--- config.mk ---
export PLATFORM = sky130hd
export DESIGN_NAME = branch_squash_ctrl
export DESIGN_NICKNAME = d
export VERILOG_FILES = /design/src/rtl/brsq_pkg.sv /design/src/rtl/brsq_target_calc.sv /design/src/rtl/brsq_resolve.sv /design/src/rtl/brsq_squash_gen.sv /design/src/rtl/brsq_fetch_pc.sv /design/src/rtl/branch_squash_ctrl.sv
export SDC_FILE = /design/constraint.sdc
export NUM_CORES = 1
export LEC_CHECK = 0
export BUFFER_PORTS_ARGS = -buffer_cell sky130_fd_sc_hd__buf_2
export CELL_PAD_IN_SITES_DETAIL_PLACEMENT = 1
export CELL_PAD_IN_SITES_GLOBAL_PLACEMENT = 1
export CORE_UTILIZATION = 29
export DETAILED_ROUTE_END_ITERATION = 12
export PLACE_DENSITY = 0.88
export SETUP_SLACK_MARGIN = 0.4
export SYNTH_ARGS = -nofsm -noshare
export SYNTH_HDL_FRONTEND = slang
export SYNTH_SLANG_ARGS = --single-unit
--- constraint.sdc ---
create_clock -name clk -period 6.8 [get_ports clk]
set_input_delay 1.7 -clock clk [delete_from_list [all_inputs] [get_ports clk]]
set_output_delay 1.7 -clock clk [all_outputs]
set_load 0.02 [all_outputs]
--- src/rtl/brsq_pkg.sv ---
// Package: shared types for the branch squash controller.
// Assumes a 3-bit opcode in the EX/Mem register.
package brsq_pkg;

    typedef enum logic [2:0] {
        OP_ADD  = 3'd0,
        OP_NAND = 3'd1,
        OP_LW   = 3'd2,
        OP_SW   = 3'd3,
        OP_BEQ  = 3'd4,
        OP_JALR = 3'd5,
        OP_HALT = 3'd6,
        OP_NOOP = 3'd7
    } opcode_e;

    typedef enum logic [1:0] {
        PCS_STEP   = 2'd0,
        PCS_HOLD   = 2'd1,
        PCS_TARGET = 2'd2,
        PCS_RESET  = 2'd3
    } pc_sel_e;

    // Pipeline slots that a squash can clear, youngest first.
    localparam int SLOT_IFID  = 0;
    localparam int SLOT_IDEX  = 1;
    localparam int SLOT_EXMEM = 2;
    localparam int NUM_SLOTS  = 3;

endpackage

--- src/rtl/brsq_target_calc.sv ---
// Module: execute-stage branch arithmetic.
// Forms PC+1+sext(offset) and tests two operands for equality.
// Assumes OFF_W <= PC_W. Everything here is combinational.
module brsq_target_calc #(
    parameter int PC_W   = 16,
    parameter int OFF_W  = 8,
    parameter int DATA_W = 32
) (
    input  logic [PC_W-1:0]   pc_plus1,
    input  logic [OFF_W-1:0]  offset,
    input  logic [DATA_W-1:0] val_a,
    input  logic [DATA_W-1:0] val_b,
    output logic [PC_W-1:0]   target,
    output logic              equal
);

    localparam int EXT_W = PC_W - OFF_W;

    logic [PC_W-1:0] offset_ext;

    // Pick the sign-extension form that the width ratio allows.
    generate
        if (EXT_W > 0) begin : g_widen
            assign offset_ext = {{EXT_W{offset[OFF_W-1]}}, offset};
        end else begin : g_same
            assign offset_ext = offset[PC_W-1:0];
        end
    endgenerate

    // Target address and operand comparison.
    always_comb begin
        target = pc_plus1 + offset_ext;
        equal  = (val_a == val_b);
    end

endmodule

--- src/rtl/brsq_resolve.sv ---
// Module: memory-stage branch resolution.
// Decides taken or hold and picks the PC source.
// Assumes only the branch-if-equal opcode can redirect; all others fall through.
module brsq_resolve
    import brsq_pkg::*;
(
    input  logic       rst_n,
    input  logic [2:0] opcode,
    input  logic       equal,
    input  logic       stall,
    output logic       taken,
    output logic       hold,
    output pc_sel_e    sel
);

    opcode_e op;

    // Decode the slot opcode and rank reset, squash, stall and step.
    always_comb begin
        op    = opcode_e'(opcode);
        taken = rst_n && (op == OP_BEQ) && equal;
        hold  = rst_n && stall && !taken;
        if (!rst_n)
            sel = PCS_RESET;
        else if (taken)
            sel = PCS_TARGET;
        else if (hold)
            sel = PCS_HOLD;
        else
            sel = PCS_STEP;
    end

endmodule

--- src/rtl/brsq_squash_gen.sv ---
// Module: per-slot flush generation and IF/ID enable.
// A slot is flushed on reset or squash. Slots in BUBBLE_MASK are also flushed on a stall.
// Assumes the resolver never raises taken and hold together.
module brsq_squash_gen #(
    parameter int                  NUM_SLOTS   = 3,
    parameter logic [NUM_SLOTS-1:0] BUBBLE_MASK = 3'b010
) (
    input  logic                 in_reset,
    input  logic                 taken,
    input  logic                 hold,
    output logic [NUM_SLOTS-1:0] flush,
    output logic                 ifid_en
);

    // One flush term per pipeline slot.
    generate
        for (genvar s = 0; s < NUM_SLOTS; s++) begin : g_slot
            if (BUBBLE_MASK[s]) begin : g_bubble
                assign flush[s] = in_reset | taken | hold;
            end else begin : g_plain
                assign flush[s] = in_reset | taken;
            end
        end
    endgenerate

    // IF/ID is held only by a stall that no squash overrides.
    always_comb begin
        ifid_en = !hold;
    end

endmodule

--- src/rtl/brsq_fetch_pc.sv ---
// Module: fetch PC register.
// Steps, holds, loads a target or loads the reset vector as selected.
// Assumes synchronous active-low reset and wrap-around modulo 2^PC_W.
module brsq_fetch_pc
    import brsq_pkg::*;
#(
    parameter int              PC_W     = 16,
    parameter logic [PC_W-1:0] RESET_PC = '0
) (
    input  logic            clk,
    input  logic            rst_n,
    input  pc_sel_e         sel,
    input  logic [PC_W-1:0] target,
    output logic [PC_W-1:0] pc
);

    logic [PC_W-1:0] pc_next;

    // Next fetch address from the selected source.
    always_comb begin
        unique case (sel)
            PCS_STEP:   pc_next = pc + PC_W'(1);
            PCS_HOLD:   pc_next = pc;
            PCS_TARGET: pc_next = target;
            default:    pc_next = RESET_PC;
        endcase
    end

    // PC register with synchronous reset.
    always_ff @(posedge clk) begin
        if (!rst_n)
            pc <= RESET_PC;
        else
            pc <= pc_next;
    end

endmodule

--- src/rtl/branch_squash_ctrl.sv ---
// Module: top of the not-taken speculation and squash controller.
// Execute computes the target and equality. The memory stage resolves the branch.
// A taken branch redirects fetch on the next edge and flushes three younger slots.
// Assumes the pipeline places ex_target/ex_equal into the EX/Mem register itself.
module branch_squash_ctrl
    import brsq_pkg::*;
#(
    parameter int              PC_W     = 16,
    parameter int              OFF_W    = 8,
    parameter int              DATA_W   = 32,
    parameter logic [PC_W-1:0] RESET_PC = '0
) (
    input  logic              clk,
    input  logic              rst_n,
    input  logic              hazard_stall,
    input  logic [PC_W-1:0]   ex_pc_plus1,
    input  logic [OFF_W-1:0]  ex_offset,
    input  logic [DATA_W-1:0] ex_val_a,
    input  logic [DATA_W-1:0] ex_val_b,
    input  logic [2:0]        mem_opcode,
    input  logic              mem_equal,
    input  logic [PC_W-1:0]   mem_target,
    output logic [PC_W-1:0]   ex_target,
    output logic              ex_equal,
    output logic [PC_W-1:0]   fetch_pc,
    output logic [1:0]        pc_sel,
    output logic              ifid_en,
    output logic              flush_ifid,
    output logic              flush_idex,
    output logic              flush_exmem
);

    localparam logic [NUM_SLOTS-1:0] STALL_BUBBLES = NUM_SLOTS'(1) << SLOT_IDEX;

    logic                 taken;
    logic                 hold;
    pc_sel_e              sel;
    logic [NUM_SLOTS-1:0] flush_vec;

    brsq_target_calc #(
        .PC_W   (PC_W),
        .OFF_W  (OFF_W),
        .DATA_W (DATA_W)
    ) u_calc (
        .pc_plus1 (ex_pc_plus1),
        .offset   (ex_offset),
        .val_a    (ex_val_a),
        .val_b    (ex_val_b),
        .target   (ex_target),
        .equal    (ex_equal)
    );

    brsq_resolve u_resolve (
        .rst_n  (rst_n),
        .opcode (mem_opcode),
        .equal  (mem_equal),
        .stall  (hazard_stall),
        .taken  (taken),
        .hold   (hold),
        .sel    (sel)
    );

    brsq_squash_gen #(
        .NUM_SLOTS   (NUM_SLOTS),
        .BUBBLE_MASK (STALL_BUBBLES)
    ) u_squash (
        .in_reset (!rst_n),
        .taken    (taken),
        .hold     (hold),
        .flush    (flush_vec),
        .ifid_en  (ifid_en)
    );

    brsq_fetch_pc #(
        .PC_W     (PC_W),
        .RESET_PC (RESET_PC)
    ) u_pc (
        .clk    (clk),
        .rst_n  (rst_n),
        .sel    (sel),
        .target (mem_target),
        .pc     (fetch_pc)
    );

    // Fan the slot vector out to the named flush pins.
    always_comb begin
        pc_sel      = sel;
        flush_ifid  = flush_vec[SLOT_IFID];
        flush_idex  = flush_vec[SLOT_IDEX];
        flush_exmem = flush_vec[SLOT_EXMEM];
    end

endmodule

==> results by group <==
STA
  • Slew headroom: 0.673
  • Max Clock Skew: between 0.0015 and 0.002 ns
  • Fmax: approximately 0.18 GHz
  • Max-slew violation count: 0
  • Fin crit share: 0.810
  • Final Hold Viols: 0
  • Slew @ Worst Pin: approximately 0.49 ns
  • Final setup violation count: 0
  • Fin crit period: ~5.5 ns
  • RSZ-0062 raised after global routing: false
  • Total negative setup slack: 0 ns

Final layout
  • ANT cells: 0
  • # nets final: 519
  • Share of cells above drive strength 1: 0.413
  • Area Growth Syn to Fin: 43.3%
  • Final Non-Filler Cells: around 470
  • Max reg flops: 16
  • Top flop regs: u_pc.pc: 16 flops
  • Largest reg by FF count: u_pc.pc

Floorplan
  • Die ar.: 7130 um^2
  • Io pins: 150
  • Die Ht: ~84 um
  • Initial Util: 0.305
  • Core area: between 6000 and 7000 um^2
  • Die Span X: roughly 84 um
  • FP Rows: 29

Pwr
  • Max IR drop VDD: 0.0830 mV
  • LEAKAGE: approximately 1.4 nW
  • PD cells: between 100 and 150 nW/um^2

Clock tree
  • Clk_lat worst skew: 0.26 ns
  • CTS tree: done
  • Post-CTS Setup Bufs: 0
  • Post-CTS Hold Buffers: 0
  • Max clock buf depth: 2
  • H-tree levels: 1
  • CTS Sinks: 16
  • PostCTS Resize Cnt: 0
  • Clock transition at path regs: about 0.07 ns
  • Clk root buf: clkbuf_8
  • CTS Buf Count: 3

Yosys
  • Post-synth top flop: dfxtp_1
  • Syn_area_per_cell: between 7 and 8 um^2
  • Syn Std Cell Area: just under 2000 um^2
  • Async SR Flop Fraction: 0
  • EDFF count, synth: 0
  • Yosys warns: 0
  • Distinct cells, synth: between 40 and 50
  • Yosys reg bits: 16
  • Mapped Nets: ~380
  • Seq/Total Area, Yosys: 0.162
  • Mapped Cells: about 250

Critical path
  • R2R setup slack: 5.10 ns
  • Critical path type: in2out
  • Crit Path Max Fanout: 3
  • CP Data Arrival Time: between 3 and 4 ns
  • Crit end category: output port
  • CP Launch Point: ex_pc_plus1[0]
  • Crit path launch type: primary input
  • WP data required: about 5 ns
  • Worst R2R Start: u_pc.pc[2]

Global route
  • Antenna violations before repair: 1
  • Largest net degree at the start of global routing: 35
  • First-pass GRT wire length: 11,000 um
  • GRT Resource Usage Total: 0.189
  • Vias in the first global route: ~2,500
  • GRT overflow: 0

Place
  • Routability cong.: between 0.7 and 0.8
  • Hpwl dp: 5800 um
  • Placed cell count: about 460
  • Quantity of I/O buffers inserted on ports: around 150

Worst hold path
  • Hold Crit Class: reg2reg
  • Hold wc startpoint: u_pc.pc[15]

Run
  • Max-Cap Viols: 0

Drt
  • Via density: 5.11
  • Via count: about 2,400
  • Number of nets with antenna violations after routing: 0
  • DRT Pass-1 Iters: 8
  • # DRC: 7
  • Total Routed Length: ~6700 um
  • Initial DRC Count: 35
  • Routed length per instance: 14.4 um

Status
  • Status: finished with violations
  • Failing checks: DRC
[path summary, 6_finish.rpt]
| check | to | depth (start not counted) |
|---|---|---|
| worst max-delay path | ex_target[12] | 9 |
| worst min register to register | u_pc.pc[15] | 2 |
| worst max register to register | u_pc.pc[15] | 5 |
| worst min-delay path | u_pc.pc[15] | 2 |
[metal layers]
layer | vias to the layer above | global-route usage | wire (um)
li1 | 1189 | - | -
met1 | 1087 | 0.196 | 2510
met2 | 98 | 0.373 | 3530
met3 | 11 | 0.0482 | 579
met4 | 2 | 0.0539 | 79
met5 | - | 0 | 13
[synthesized netlist by cell type (all sizes together) (2+ instances only)]
library cell | instances | share of area
and4 | 3 | 0.015
a21o | 10 | 0.038
dfxtp | 16 | 0.16
buf | 5 | 0.015
mux2i | 3 | 0.015
nor3 | 6 | 0.018
nand2 | 11 | 0.021
o21ai | 9 | 0.023
nor4 | 8 | 0.025
ha | 16 | 0.10
nand3 | 12 | 0.030
a211oi | 12 | 0.046
or3 | 2 | 0.0089
nand4 | 4 | 0.013
and3 | 4 | 0.013
nor2 | 17 | 0.032
xnor2 | 14 | 0.062
a21oi | 16 | 0.041
o211ai | 2 | 0.0076
inv | 7 | 0.013
xor2 | 43 | 0.19
a31oi | 2 | 0.0063
o21bai | 2 | 0.0076
o211a | 2 | 0.010
clkbuf | 6 | 0.011
[critical path, stage by stage]
cell	delay, ns
buf_2	0.10
ha_1	0.23
fa_1	0.42
a21o_1	0.22
a221oi_2	0.34
or3_4	0.21
nand2_1	0.10
o311ai_1	0.29
buf_2	0.21
[metrics by stage]
step / power, mW / util / setup WS [ns] / cell area [um^2] / hold slack [ns]
final: 0.393 / 0.437 / 1.29 / 2830 / 0.528
after global placement: 0.301 / 0.429 / 1.37 / 2770 / 0.504
after floorplan: 0.230 / - / 1.40 / 1970 / 0.579
after detailed placement: 0.308 / 0.429 / 1.28 / 2770 / 0.520
after CTS: 0.396 / 0.437 / 1.27 / 2830 / 0.534
after global routing: 0.417 / 0.437 / 1.17 / 2830 / 0.545
[power by group]
group / leakage, nW / internal [mW] / switching [mW] / total (mW)
Sequential: 0.130 / 0.0981 / 0.00574 / 0.104
Clock: 0.0288 / 0.0515 / 0.0372 / 0.0888
Combinational: 1.28 / 0.0878 / 0.113 / 0.201
Total: 1.44 / 0.237 / 0.156 / 0.393
[area by class of cell]
cell class                 count  area [um^2]
inverter                       7         26.3
sequential                    16          320
timing repair buffer         150          753
multi-input combinational    213         1570
fill                         860         3630
tap                           77         96.3
clock buffer                   4         55.1
[cell usage in the layout, fill, tap and decap left out, drive strengths merged, types with 2 or more instances in the layout]
master,Yosys,routed
and4,3,3
o21bai,2,2
nand3,12,12
ha,16,16
nor2,17,17
a31oi,2,2
nor4,8,8
clkbuf,6,4
o211ai,2,2
dfxtp,16,16
or3,2,2
a211oi,12,12
a21o,10,10
and3,4,4
o21ai,9,9
nor3,6,6
xor2,43,43
inv,7,7
xnor2,14,14
nand4,4,4
a21oi,16,16
nand2,11,11
o211a,2,2
buf,5,150
mux2i,3,3
[cell families (layout without fill, tap and decap cells)]
| logic type | Yosys count | count (layout) | share of synthesized area |
|---|---|---|---|
| XOR/XNOR | 57 | 57 | 0.253 |
| buffers and inverters | 18 | 161 | 0.0393 |
| AO/OA/AOI/OAI | 63 | 63 | 0.218 |
| flip-flops | 16 | 16 | 0.162 |
| adder cells (fa/ha/maj) | 17 | 17 | 0.112 |
| multiplexers | 3 | 3 | 0.0152 |
| AND/OR/NAND/NOR | 73 | 73 | 0.200 |
No activity file was read; power rests on OpenSTA's default activity.
